==> src/rtl/pwrseq_pkg.sv <==
package pwrseq_pkg;
  typedef enum logic [2:0] {
    ST_IDLE  = 3'd0,
    ST_UP    = 3'd1,
    ST_ON    = 3'd2,
    ST_DOWN  = 3'd3,
    ST_FAULT = 3'd4
  } seq_st_e;
endpackage

==> src/rtl/pwrseq_cfg.sv <==
module pwrseq_cfg #(
  parameter int NR      = 4,
  parameter int AW      = 8,
  parameter int TW      = 8,
  parameter int DW      = 8,
  parameter int IW      = 2,
  parameter int CAW     = 4,
  parameter int THR_DEF = 160,
  parameter int TMO_DEF = 40,
  parameter int UPD_DEF = 3,
  parameter int DND_DEF = 6
) (
  input  logic                    clk,
  input  logic                    rst_n,
  input  logic                    open_i,
  input  logic                    cfg_valid,
  output logic                    cfg_ready,
  input  logic [CAW-1:0]          cfg_addr,
  input  logic [DW-1:0]           cfg_data,
  output logic [NR-1:0][IW-1:0]   order_o,
  output logic [NR-1:0][AW-1:0]   thr_o,
  output logic [TW-1:0]           tmo_o,
  output logic [TW-1:0]           upd_o,
  output logic [TW-1:0]           dnd_o
);
  localparam int A_THR = NR;
  localparam int A_TMO = 2 * NR;
  localparam int A_UPD = 2 * NR + 1;
  localparam int A_DND = 2 * NR + 2;

  logic take;
  assign cfg_ready = open_i;
  assign take      = cfg_valid && open_i;

  always_ff @(posedge clk or negedge rst_n) begin
    if (!rst_n) begin
      for (int k = 0; k < NR; k++) begin
        order_o[k] <= IW'(k);
        thr_o[k]   <= AW'(THR_DEF);
      end
      tmo_o <= TW'(TMO_DEF);
      upd_o <= TW'(UPD_DEF);
      dnd_o <= TW'(DND_DEF);
    end else if (take) begin
      for (int k = 0; k < NR; k++) begin
        if (cfg_addr == CAW'(k))         order_o[k] <= cfg_data[IW-1:0];
        if (cfg_addr == CAW'(A_THR + k)) thr_o[k]   <= cfg_data[AW-1:0];
      end
      if (cfg_addr == CAW'(A_TMO)) tmo_o <= cfg_data[TW-1:0];
      if (cfg_addr == CAW'(A_UPD)) upd_o <= cfg_data[TW-1:0];
      if (cfg_addr == CAW'(A_DND)) dnd_o <= cfg_data[TW-1:0];
    end
  end
endmodule

==> src/rtl/pwrseq_timer.sv <==
module pwrseq_timer #(
  parameter int TW = 8
) (
  input  logic          clk,
  input  logic          rst_n,
  input  logic          clr_i,
  output logic [TW-1:0] cnt_o
);
  always_ff @(posedge clk or negedge rst_n) begin
    if (!rst_n)              cnt_o <= '0;
    else if (clr_i)          cnt_o <= '0;
    else if (cnt_o != '1)    cnt_o <= cnt_o + 1'b1;
  end
endmodule

==> src/rtl/pwrseq_map.sv <==
module pwrseq_map #(
  parameter int NR = 4,
  parameter int IW = 2
) (
  input  logic [NR-1:0][IW-1:0] order_i,
  input  logic [NR-1:0]         slot_on_i,
  input  logic [NR-1:0]         slot_mon_i,
  input  logic [NR-1:0]         rail_pg_i,
  output logic [NR-1:0]         rail_en_o,
  output logic                  bad_o,
  output logic [IW-1:0]         bad_idx_o
);
  logic [NR-1:0] mon_rail;
  logic [NR-1:0] bad;

  for (genvar r = 0; r < NR; r++) begin : g_rail
    logic en_r, mon_r;
    always_comb begin
      en_r  = 1'b0;
      mon_r = 1'b0;
      for (int j = 0; j < NR; j++) begin
        if (order_i[j] == IW'(r)) begin
          en_r  = en_r  | slot_on_i[j];
          mon_r = mon_r | slot_mon_i[j];
        end
      end
    end
    assign rail_en_o[r] = en_r;
    assign mon_rail[r]  = mon_r;
  end

  assign bad   = mon_rail & ~rail_pg_i;
  assign bad_o = |bad;

  always_comb begin
    bad_idx_o = '0;
    for (int r = NR - 1; r >= 0; r--) begin
      if (bad[r]) bad_idx_o = IW'(r);
    end
  end
endmodule

==> src/rtl/pwrseq_fsm.sv <==
module pwrseq_fsm
  import pwrseq_pkg::*;
#(
  parameter int NR = 4,
  parameter int AW = 8,
  parameter int TW = 8,
  parameter int IW = 2
) (
  input  logic                  clk,
  input  logic                  rst_n,
  input  logic                  start_i,
  input  logic                  stop_i,
  input  logic                  clear_i,
  input  logic [NR*AW-1:0]      rail_adc_i,
  input  logic [NR-1:0]         rail_pg_i,
  input  logic [NR-1:0][IW-1:0] order_i,
  input  logic [NR-1:0][AW-1:0] thr_i,
  input  logic [TW-1:0]         tmo_i,
  input  logic [TW-1:0]         upd_i,
  input  logic [TW-1:0]         dnd_i,
  input  logic                  bad_i,
  input  logic [IW-1:0]         bad_idx_i,
  input  logic [TW-1:0]         cnt_i,
  output logic                  clr_o,
  output logic [NR-1:0]         slot_on_o,
  output logic [NR-1:0]         slot_mon_o,
  output logic                  cfg_open_o,
  output seq_st_e               state_o,
  output logic [IW-1:0]         step_o,
  output logic [IW-1:0]         fail_o
);
  localparam logic [IW-1:0] LAST = IW'(NR - 1);

  seq_st_e       state, nxt;
  logic [IW-1:0] step, step_n, fail, fail_n;
  logic          reached, reach_n, flt, flt_n;
  logic [IW-1:0] cur_rail;
  logic [AW-1:0] cur_adc;
  logic          crossed;

  assign cur_rail = order_i[step];
  assign cur_adc  = rail_adc_i[int'(cur_rail) * AW +: AW];
  assign crossed  = cur_adc >= thr_i[cur_rail];

  always_comb begin
    nxt = state; step_n = step; reach_n = reached;
    flt_n = flt; fail_n = fail; clr_o = 1'b0;
    unique case (state)
      ST_IDLE: if (start_i) begin
        nxt = ST_UP; step_n = '0; reach_n = 1'b0; flt_n = 1'b0; clr_o = 1'b1;
      end
      ST_UP: begin
        if (bad_i) begin
          nxt = ST_DOWN; flt_n = 1'b1; fail_n = bad_idx_i; clr_o = 1'b1;
        end else if (stop_i) begin
          nxt = ST_DOWN; clr_o = 1'b1;
        end else if (!reached) begin
          if (crossed) begin
            reach_n = 1'b1; clr_o = 1'b1;
          end else if (cnt_i >= tmo_i) begin
            nxt = ST_DOWN; flt_n = 1'b1; fail_n = cur_rail; clr_o = 1'b1;
          end
        end else if (cnt_i >= upd_i) begin
          clr_o = 1'b1; reach_n = 1'b0;
          if (step == LAST) nxt = ST_ON;
          else              step_n = step + 1'b1;
        end
      end
      ST_ON: begin
        if (bad_i) begin
          nxt = ST_DOWN; step_n = LAST; flt_n = 1'b1; fail_n = bad_idx_i; clr_o = 1'b1;
        end else if (stop_i) begin
          nxt = ST_DOWN; step_n = LAST; clr_o = 1'b1;
        end
      end
      ST_DOWN: if (cnt_i >= dnd_i) begin
        clr_o = 1'b1;
        if (step == '0) nxt = flt ? ST_FAULT : ST_IDLE;
        else            step_n = step - 1'b1;
      end
      ST_FAULT: if (clear_i && (rail_pg_i == '0)) begin
        nxt = ST_IDLE; flt_n = 1'b0;
      end
      default: nxt = ST_IDLE;
    endcase
  end

  always_ff @(posedge clk or negedge rst_n) begin
    if (!rst_n) begin
      state <= ST_IDLE; step <= '0; fail <= '0; reached <= 1'b0; flt <= 1'b0;
    end else begin
      state <= nxt; step <= step_n; fail <= fail_n; reached <= reach_n; flt <= flt_n;
    end
  end

  always_comb begin
    for (int j = 0; j < NR; j++) begin
      slot_on_o[j]  = ((state == ST_UP) && (IW'(j) <= step)) || (state == ST_ON) ||
                      ((state == ST_DOWN) && (IW'(j) < step));
      slot_mon_o[j] = ((state == ST_UP) && (IW'(j) < step)) || (state == ST_ON);
    end
  end

  assign cfg_open_o = (state == ST_IDLE) || (state == ST_FAULT);
  assign state_o    = state;
  assign step_o     = step;
  assign fail_o     = fail;
endmodule

==> src/rtl/pwrseq_ctrl.sv <==
module pwrseq_ctrl
  import pwrseq_pkg::*;
#(
  parameter int NR      = 4,
  parameter int AW      = 8,
  parameter int TW      = 8,
  parameter int DW      = 8,
  parameter int THR_DEF = 160,
  parameter int TMO_DEF = 40,
  parameter int UPD_DEF = 3,
  parameter int DND_DEF = 6,
  localparam int IW     = $clog2(NR),
  localparam int CAW    = $clog2(2 * NR + 3)
) (
  input  logic               clk,
  input  logic               rst_n,
  input  logic               start_req,
  input  logic               stop_req,
  input  logic               clear_req,
  input  logic               cfg_valid,
  output logic               cfg_ready,
  input  logic [CAW-1:0]     cfg_addr,
  input  logic [DW-1:0]      cfg_data,
  input  logic [NR*AW-1:0]   rail_adc,
  input  logic [NR-1:0]      rail_pg,
  output logic [NR-1:0]      rail_en,
  output logic [2:0]         st_state,
  output logic [IW-1:0]      st_step,
  output logic [IW-1:0]      st_fail
);
  logic [NR-1:0][IW-1:0] order;
  logic [NR-1:0][AW-1:0] thr;
  logic [TW-1:0]         tmo, upd, dnd, cnt;
  logic                  cfg_open, clr, bad;
  logic [IW-1:0]         bad_idx;
  logic [NR-1:0]         slot_on, slot_mon;
  seq_st_e               state;

  pwrseq_cfg #(
    .NR(NR), .AW(AW), .TW(TW), .DW(DW), .IW(IW), .CAW(CAW),
    .THR_DEF(THR_DEF), .TMO_DEF(TMO_DEF), .UPD_DEF(UPD_DEF), .DND_DEF(DND_DEF)
  ) u_cfg (
    .clk(clk), .rst_n(rst_n), .open_i(cfg_open), .cfg_valid(cfg_valid),
    .cfg_ready(cfg_ready), .cfg_addr(cfg_addr), .cfg_data(cfg_data),
    .order_o(order), .thr_o(thr), .tmo_o(tmo), .upd_o(upd), .dnd_o(dnd)
  );

  pwrseq_timer #(.TW(TW)) u_timer (
    .clk(clk), .rst_n(rst_n), .clr_i(clr), .cnt_o(cnt)
  );

  pwrseq_fsm #(.NR(NR), .AW(AW), .TW(TW), .IW(IW)) u_fsm (
    .clk(clk), .rst_n(rst_n), .start_i(start_req), .stop_i(stop_req),
    .clear_i(clear_req), .rail_adc_i(rail_adc), .rail_pg_i(rail_pg),
    .order_i(order), .thr_i(thr), .tmo_i(tmo), .upd_i(upd), .dnd_i(dnd),
    .bad_i(bad), .bad_idx_i(bad_idx), .cnt_i(cnt), .clr_o(clr),
    .slot_on_o(slot_on), .slot_mon_o(slot_mon), .cfg_open_o(cfg_open),
    .state_o(state), .step_o(st_step), .fail_o(st_fail)
  );

  pwrseq_map #(.NR(NR), .IW(IW)) u_map (
    .order_i(order), .slot_on_i(slot_on), .slot_mon_i(slot_mon),
    .rail_pg_i(rail_pg), .rail_en_o(rail_en), .bad_o(bad), .bad_idx_o(bad_idx)
  );

  assign st_state = state;
endmodule

==> config.mk <==
export PLATFORM = sky130hd
export DESIGN_NAME = pwrseq_ctrl
export DESIGN_NICKNAME = d
export VERILOG_FILES = /design/src/rtl/pwrseq_pkg.sv /design/src/rtl/pwrseq_cfg.sv /design/src/rtl/pwrseq_timer.sv /design/src/rtl/pwrseq_map.sv /design/src/rtl/pwrseq_fsm.sv /design/src/rtl/pwrseq_ctrl.sv
export SDC_FILE = /design/constraint.sdc
export NUM_CORES = 1
export LEC_CHECK = 0
export BUFFER_PORTS_ARGS = -buffer_cell sky130_fd_sc_hd__buf_2
export CORE_MARGIN = 4
export CORE_UTILIZATION = 50
export CTS_BUF_LIST = sky130_fd_sc_hd__clkbuf_8
export CTS_CLUSTER_SIZE = 8
export DETAILED_ROUTE_END_ITERATION = 10
export PLACE_DENSITY = 0.77
export SLEW_MARGIN = 20
export SYNTH_ARGS = -nofsm -noshare
export SYNTH_HDL_FRONTEND = slang
export SYNTH_SLANG_ARGS = --single-unit
==> constraint.sdc <==
create_clock -name clk -period 9.4 [get_ports clk]
set_input_delay 1.41 -clock clk [delete_from_list [all_inputs] [get_ports clk]]
set_output_delay 1.41 -clock clk [all_outputs]
set_load 0.01 [all_outputs]
==> flow_summary.ini, run 1 <==
[sta]
min_period_ns = 4.44
hold_viol = 0
fin_tns_setup_ns = 0
clock.fmax_mhz = 225
report.final.slew_viol_count = 0
post-route-period-util_pct = 47.2
slew-limit-headroom_pct = 34.3
fin_worst_skew_ns = 0.0114
setup_violations = 0
rsz0062_at_grt = no
tightest_slew_ns = 0.982

[worst_setup_path]
critPathArrivalTime_ns = 4.67
required_ns = 9.63
critPathCaptureType = flip-flop
crit_path_start_kind = flip-flop
cp_max_fo = 17
critical_path_class = flip-flop to flip-flop

[finish]
final_nets = 646
instances_no_fill = 695
fillers = 878
area_delta_synth_final_pct = 11.4
n_antenna_cell = 0
final_cell_mix = buf_2 (64), dfrtp_1 (63), mux2_2 (46)
drive_above_1_share_pct = 32.0
multiInputGateArea_um2 = 2960
final_common_cell = buf_2
ff_latch_area_um2 = 2050

[power_and_ir_drop]
power.share.clock_pct = 14.2
p_sw_uw = 798
switching_share_pct = 42.2
intPower_uw = 1090
vdd_ir_drop_max_v = 0.000166
p_comb_share_pct = 51.9
p_seq_share_pct = 33.9
power.leakage_uw = 0.00270
powerDensity_nw_per_um2 = 321

[placement]
place_inst = 679
hpwl_um = 8970
gp_congestion = 0.942
io_buffer_count = 65

[synth]
synth_nets = 593
synth_cell_types = 67
ys_async_sr_fraction_pct = 100
synth_area_per_cell_um2 = 10.5
muxShareOfSynthArea_pct = 18.7
synthAdderAreaFrac_pct = 9.00
synth-compound-area-share_pct = 14.0
yosys.area_share.simple_pct = 13.8
netlist_instances = 501
synth_edf_count = 0
synthXorXnorAreaFrac_pct = 0.497
yosys_warnings = 0
synth_area_um2 = 5280
synth_top_family_by_area = multiplexers
ys_seq_area_share_pct = 38.8
synth_ff_type = dfrtp_1
ys_seq_elements = 81

[drt]
vias_per_cell = 5.96
drt_iter0_markers = 337
drt-met1-wl_um = 5300
vias = 4139
ant_nets = 0
dr_wl_met2_um = 6070
first_pass_iters = 5
drcViolationCount = 0
routed.top_layer = met4
wirelength_um = 12100
wl_per_cell_um = 17.5
wl_met3_um = 592

[grt]
first_global_vias = 4227
grt_pass1_wl_um = 20500
grt_use_total_pct = 20.0
grt_overflow = 0
antenna_found_initial = 0
grt_max_degree = 82

[clocking]
cts_buffer_depth = 2
clkTransAtPathRegs_ns = 0.09
cts_setup_buffers = 0
clkSinkCount = 81
cts_resized = 0
cts_buffers = 9
clock_latency_ns = 0.35
cts-htree-levels = 3
cts_tree = yes
hold_buffers = 0
root_buffer = clkbuf_8

[die]
initial_core_util_pct = 51.2
die_h_um = 111
fp.dieW_um = 111
ios = 66
placementRows = 37
die-area_um2 = 12300
core_area_um2 = 10300

[min_path]
hp-class = flip-flop to flip-flop

[run_status]
status = finished, final reports clean

[flow_run]
cap_violations = 0
[Yosys cell counts, types with 6 or more instances]
| cell | instances | share of area (%) |
|---|---|---|
| inv_1 | 42 | 3.0 |
| dfrtp_1 | 63 | 30 |
| a211oi_1 | 7 | 0.99 |
| clkbuf_1 | 14 | 0.99 |
| ha_1 | 38 | 9.0 |
| nand2b_1 | 8 | 0.95 |
| mux4_2 | 18 | 7.7 |
| dfstp_2 | 18 | 9.0 |
| a31oi_1 | 6 | 0.71 |
| nor2_1 | 29 | 2.1 |
| a21oi_1 | 13 | 1.2 |
| nor3_1 | 13 | 1.2 |
| nand2_1 | 36 | 2.6 |
| nor3b_1 | 6 | 0.85 |
| o21ai_0 | 37 | 3.5 |
| nand3_1 | 10 | 0.95 |
| mux2_2 | 46 | 9.8 |
| buf_4 | 6 | 0.85 |
[layout make-up]
class	count	share of cell area, %
tap	136	2.89
multi-input combinational	353	50.3
sequential	81	34.8
clock inverter	7	1.45
inverter	44	2.81
timing repair buffer	65	5.64
clock buffer	9	2.11
[critical path: stages (launching register included)]
cell,delay (ns)
dfrtp_1,0.54
mux4_2,0.84
mux4_2,0.54
ha_1,0.22
or4_1,0.51
a21oi_1,0.14
o31ai_1,0.14
or3_1,0.38
or4_1,0.40
a21oi_1,0.23
mux2_2,0.36
[routing by layer]
layer,global-route usage (%),vias up
li1,-,1943
met1,26.2,2035
met2,33.9,147
met3,3.60,14
met4,6.08,0
met5,0,-
[flip-flops by register name, summed over array words and instances, names as in the netlist]
register / count
u_fsm.step_o: 2
u_fsm.fail_o: 2
u_fsm.flt: 1
u_cfg.upd_o: 8
u_fsm.reached: 1
u_timer.cnt_o: 8
u_cfg.order_o: 8
u_cfg.dnd_o: 8
u_fsm.state_o: 3
u_cfg.tmo_o: 8
u_cfg.thr_o: 32
[power by group through the flow]
stage          Sequential [µW]  Clock [µW]  Combinational, µW
6_report                   641         269                981
5_1_grt                    659         287               1110
4_1_cts                    636         274                985
3_5_place_dp               642           0                970
3_3_place_gp               630           0                940
2_1_floorplan              573           0                815
[path summary, 6_finish.rpt]
kind	start	slack, ns	endpoint	cells after the start
setup / recovery	u_fsm.step_o[0]	4.96	u_fsm.fail_o[1]	10
hold / removal	u_cfg.upd_o[2]	0.51	u_cfg.upd_o[2]	1
setup reg to reg	u_fsm.step_o[0]	4.96	u_fsm.fail_o[1]	10
hold reg to reg	u_cfg.upd_o[2]	0.51	u_cfg.upd_o[2]	1
max in group asynchronous	rst_n	7.83	u_cfg.upd_o[5]	1
min in group asynchronous	rst_n	1.06	u_cfg.thr_o[1]	1
[cell families after synthesis]
group | count (synthesis)
AO/OA/AOI/OAI | 105
XOR/XNOR | 3
adder cells (fa/ha/maj) | 38
buffers and inverters | 67
flip-flops | 81
multiplexers | 70
AND/OR/NAND/NOR | 137
[metrics by stage]
step	instance area [µm²]	setup WS, ns	hold slack [ns]	utilization, %	total power (µW)
after floorplan	5280	4.96	0.464	-	1390
final	5880	4.96	0.506	57.0	1890
after CTS	5880	4.92	0.509	57.0	1890
after detailed placement	5670	4.89	0.490	54.9	1610
after global placement	5670	4.97	0.478	54.9	1570
after global routing	5880	4.68	0.525	57.0	2060
(Power assumes the default switching activity.)
==> inputs of run 2 (changes only) <==
- clock period: 9.4 -> 4.18 ns (I/O delays scaled with it)
==> run 2 against run 1 <==
Net effect:
- first-iteration DRC count down 14%
- combinational power grew to 2.5 times the previous value
- hold slack lost 0.22 ns
- clock skew down 0.0014 ns
- sequential share of layout area down 0.73 points
- largest cell class unchanged
- highest routed layer unchanged
==> flow_summary.ini, run 2 (synthesis results as in run 1) <==
[worst_setup_path]
critical_path_class = flip-flop to flip-flop
required_ns = 4.42
crit_path_start_kind = flip-flop
critPathArrivalTime_ns = 4.32
cp_max_fo = 7
critPathCaptureType = flip-flop

[clocking]
clock_latency_ns = 0.35
cts_tree = yes
clkTransAtPathRegs_ns = 0.10
root_buffer = clkbuf_8
cts_buffers = 9
cts_buffer_depth = 2
cts-htree-levels = 3
hold_buffers = 0
clkSinkCount = 81

[die]
core_area_um2 = 10300
die-area_um2 = 12300
initial_core_util_pct = 51.2
placementRows = 37
fp.dieW_um = 111
ios = 66
die_h_um = 111

[drt]
first_pass_iters = 5
vias = 4225
vias_per_cell = 5.94
wl_per_cell_um = 17.7
drt_iter0_markers = 291
ant_nets = 0
wirelength_um = 12600
drcViolationCount = 0

[grt]
antenna_found_initial = 0
grt_max_degree = 82
first_global_vias = 4173
grt_overflow = 0
grt_pass1_wl_um = 20800
grt_use_total_pct = 20.7

[flow_run]
cap_violations = 0

[finish]
final_cell_mix = buf_2 (64), dfrtp_1 (62), mux2_2 (46)
fillers = 841
drive_above_1_share_pct = 34.8
fin_util_pct = 58.2
final_common_cell = buf_2
n_antenna_cell = 0
area_delta_synth_final_pct = 13.8
regMostFlops = u_cfg.thr_o
largest_reg_flops = 32
instances_no_fill = 711
final_nets = 662

[placement]
place_inst = 692
hpwl_um = 9390
io_buffer_count = 65
gp_congestion = 0.883
pre_cts_ws_ns = 0.0839

[sta]
fin_tns_setup_ns = 0
fin_worst_skew_ns = 0.00997
setup_violations = 0
slew-limit-headroom_pct = 31.8
min_period_ns = 4.08
clock.fmax_mhz = 245
tightest_slew_ns = 1.02
report.final.slew_viol_count = 0
fin_ws_ns = 0.102
hold_viol = 0
post-route-period-util_pct = 97.6

[power_and_ir_drop]
power.leakage_uw = 0.00278
vdd_ir_drop_max_v = 0.000370
powerDensity_nw_per_um2 = 734
power_uw = 4410

[run_status]
status = finished, final reports clean

[min_path]
hp-class = primary input to asynchronous set/reset pin
run 2: worst paths after layout:
| check | from | endpoint | slack, ns | cells past startpoint |
|---|---|---|---|---|
| setup / recovery | u_fsm.step_o[0] | u_fsm.fail_o[1] | 0.10 | 11 |
| hold / removal | rst_n | u_cfg.thr_o[24] | 0.28 | 1 |
| setup reg to reg | u_fsm.step_o[0] | u_fsm.fail_o[1] | 0.10 | 11 |
| hold reg to reg | u_cfg.upd_o[4] | u_cfg.upd_o[4] | 0.50 | 1 |
| max in group asynchronous | rst_n | u_fsm.step_o[0] | 3.38 | 1 |
| min in group clk | u_cfg.upd_o[4] | u_cfg.upd_o[4] | 0.50 | 1 |
run 2: worst max-delay path, stage by stage, from the launching register on:
cell     delay (ns)
dfrtp_2        0.41
mux4_2         0.63
buf_4          0.19
mux4_2         0.41
ha_1           0.20
or4_1          0.53
a21oi_2        0.14
o31ai_2        0.10
or3_4          0.42
or4_1          0.42
a21oi_2        0.17
mux2_2         0.34
run 2: area by class of cell:
cell class              count  area [µm²]  share of cell area [%]
clock buffers               9         124                    2.06
well taps                 136         170                    2.83
flip-flops and latches     81        2050                    34.1
clock inverters             7        72.6                    1.21
repair buffers             81         455                    7.57
multi-input cells         353        2980                    49.5
inverters                  44         165                    2.75
run 2: per-layer routing:
layer / global-route usage [%] / wire [µm] / up-vias
met3: 4.53 / 671 / 25
met2: 34.5 / 6230 / 153
met4: 5.50 / 204 / 0
met5: 0 / 0 / -
met1: 27.3 / 5460 / 2059
li1: - / - / 1988
run 2: timing repair:
action | 4_1_cts | 5_1_grt
endpoints found under the setup margin | 0 | 2
buffers inserted | 0 | 3
gates resized for setup | 0 | 5
run 2: power breakdown:
part | switching (µW) | total, µW | internal (µW) | leakage [µW]
Clock | 335 | 570 | 234 | 0.0000970
Sequential | 260 | 1370 | 1120 | 0.000985
Combinational | 1270 | 2470 | 1200 | 0.00170
run 2: through the flow:
stage / instance area, µm² / hold slack, ns
finish: 6010 / 0.285
global route: 6010 / 0.335
CTS: 5970 / 0.472
detailed placement: 5770 / 0.485
global placement: 5770 / 0.476
floorplan: 5290 / 0.331
==> inputs of run 3 (changes only) <==
- BUFFER_PORTS_ARGS: -buffer_cell sky130_fd_sc_hd__buf_2 -> unset
- DONT_BUFFER_PORTS: unset -> 1
- PLACE_DENSITY: 0.77 -> 0.72
==> run 3 against run 2 <==
Net effect:
- power is 0.26% higher
- critical path depth stayed put
- hold slack worse by 0.19 ns
- clock power is 3% lower
- combinational power hardly changed
- utilization is 2.2 points lower
- sequential share of layout area is 1.3 points higher
- critical endpoint unchanged
- largest cell class unchanged
==> flow_summary.ini, run 3 (synthesis results as in run 1) <==
[die]
die-area_um2 = 12300
core_area_um2 = 10300
ios = 66
placementRows = 37
initial_core_util_pct = 51.2
die_h_um = 111
fp.dieW_um = 111

[clocking]
cts_buffer_depth = 2
cts_tree = yes
clkTransAtPathRegs_ns = 0.09
clock_latency_ns = 0.36
cts_buffers = 9
root_buffer = clkbuf_8
cts-htree-levels = 3
clkSinkCount = 81

[worst_setup_path]
critPathCaptureType = flip-flop
critPathArrivalTime_ns = 4.32
slowest_stage = mux4_2
rrSetupSlack_ns = 0.11
required_ns = 4.43
r2r_cells = 11
cp_num_cells = 11
cp_num_buf_inv = 1
path_delay_family = multiplexers
crit_path_start_kind = flip-flop
cp_max_fo = 7
reg2reg_to = u_fsm.fail_o[1]
reg2reg_from = u_fsm.step_o[0]
crit_chain = mux4_2 -> buf_4 -> mux4_2 -> ha_1 -> or4_1 -> a21oi_2 -> o31ai_2 -> or3_1 -> or4_1 -> a21oi_2 -> mux2_2
slowest_delay_ns = 0.66
critical_path_class = flip-flop to flip-flop
crit_end = u_fsm.fail_o[1]
critPathLaunch = u_fsm.step_o[0]

[drt]
drt_iter0_markers = 269
first_pass_iters = 5
dr_wl_met2_um = 6070
drt-met1-wl_um = 5520
vias_per_cell = 6.11
drcViolationCount = 0
routed.top_layer = met4
ant_nets = 0
wl_per_cell_um = 19.0
vias = 4018
wl_met3_um = 584
wirelength_um = 12500

[sta]
fin_ws_ns = 0.109
hold_viol = 0
report.final.slew_viol_count = 0
fin_worst_skew_ns = 0.0107
setup_violations = 0
min_period_ns = 4.07
slew-limit-headroom_pct = 42.3
tightest_slew_ns = 0.863
post-route-period-util_pct = 97.4
clock.fmax_mhz = 246
hold_slack_ns = 0.0994

[placement]
pre_cts_ws_ns = 0.0486
placed_cell_area_um2 = 5450
hpwl_um = 8900
io_buffer_count = 0
gp_congestion = 0.938

[flow_run]
cap_violations = 0

[finish]
fin_area_um2 = 5790
final_common_cell = dfrtp_1
final_cell_mix = dfrtp_1 (62), mux2_2 (46), inv_1 (42)
largest_reg_flops = 32
regMostFlops = u_cfg.thr_o
drive_above_1_share_pct = 28.2
area_delta_synth_final_pct = 9.59
n_antenna_cell = 0
final_nets = 609

[power_and_ir_drop]
powerDensity_nw_per_um2 = 764
power_uw = 4420
power.leakage_uw = 0.00259
vdd_ir_drop_max_v = 0.000356

[grt]
grt_use_total_pct = 19.8
grt_pass1_wl_um = 20000
antenna_found_initial = 0
grt_overflow = 0
first_global_vias = 4066
grt_max_degree = 64

[min_path]
hp-class = primary input to asynchronous set/reset pin

[run_status]
status = finished, final reports clean
## run 3: changes by cell type in the layout (fill, tap and decap cells not counted), sizes merged
cell | previous run | this run
buf | 81 | 27
clkinvlp | 1 | 0
inv | 48 | 49
mux4 | 18 | 19
## run 3: final cells by class
cell class,count,area (µm²)
fillers,864,4530
well taps,136,170
multi-input cells,354,3000
clock inverters,7,60.1
clock buffers,9,124
inverters,44,165
flip-flops and latches,81,2050
repair buffers,27,223
## run 3: what timing repair did
item | CTS | global route
endpoints found under the hold margin | 63 | 0
buffers inserted | 0 | 12
gates resized for setup | 0 | 5
hold buffers | 1 | 0
setup endpoints to repair | 0 | 2
## run 3: worst register-to-register path: cells and delay by family, from the launching register on
family,cells,cell delay [ns]
AOI/OAI and AO/OA,3,0.43
adders and majority gates,1,0.22
buffers and inverters,1,0.19
DFF,1,0.44
muxes,3,1.41
and+or+nand+nor,3,1.26
## run 3: through the flow
step / cells / TNS [ns] / util (%)
global placement: 628 / 0 / 52.8
finish: 658 / 0 / 56.1
detailed placement: 628 / 0 / 52.8
global route: 658 / -0.110 / 56.1
CTS: 645 / 0 / 54.8
floorplan: 501 / 0 / -
## run 3: how the worst min path moves through the flow
stage,end,from
final,u_cfg.order_o[6],rst_n
after global routing,u_cfg.thr_o[31],rst_n
after CTS,u_cfg.order_o[6],rst_n
after detailed placement,u_cfg.thr_o[1],rst_n
after global placement,u_cfg.thr_o[0],rst_n
after floorplan,u_cfg.dnd_o[0],rst_n
## run 3: metal layers
layer | GRT usage (%) | up-vias
li1 | - | 1874
met1 | 25.0 | 2008
met2 | 33.3 | 104
met3 | 4.31 | 32
met4 | 7.31 | 0
met5 | 0 | -
## run 3: report_power, final
| part | leakage, µW | switching [µW] | total [µW] | internal (µW) |
|---|---|---|---|---|
| Combinational | 0.00150 | 1270 | 2480 | 1210 |
| Clock | 0.0000969 | 323 | 551 | 229 |
| Sequential | 0.000985 | 276 | 1390 | 1120 |
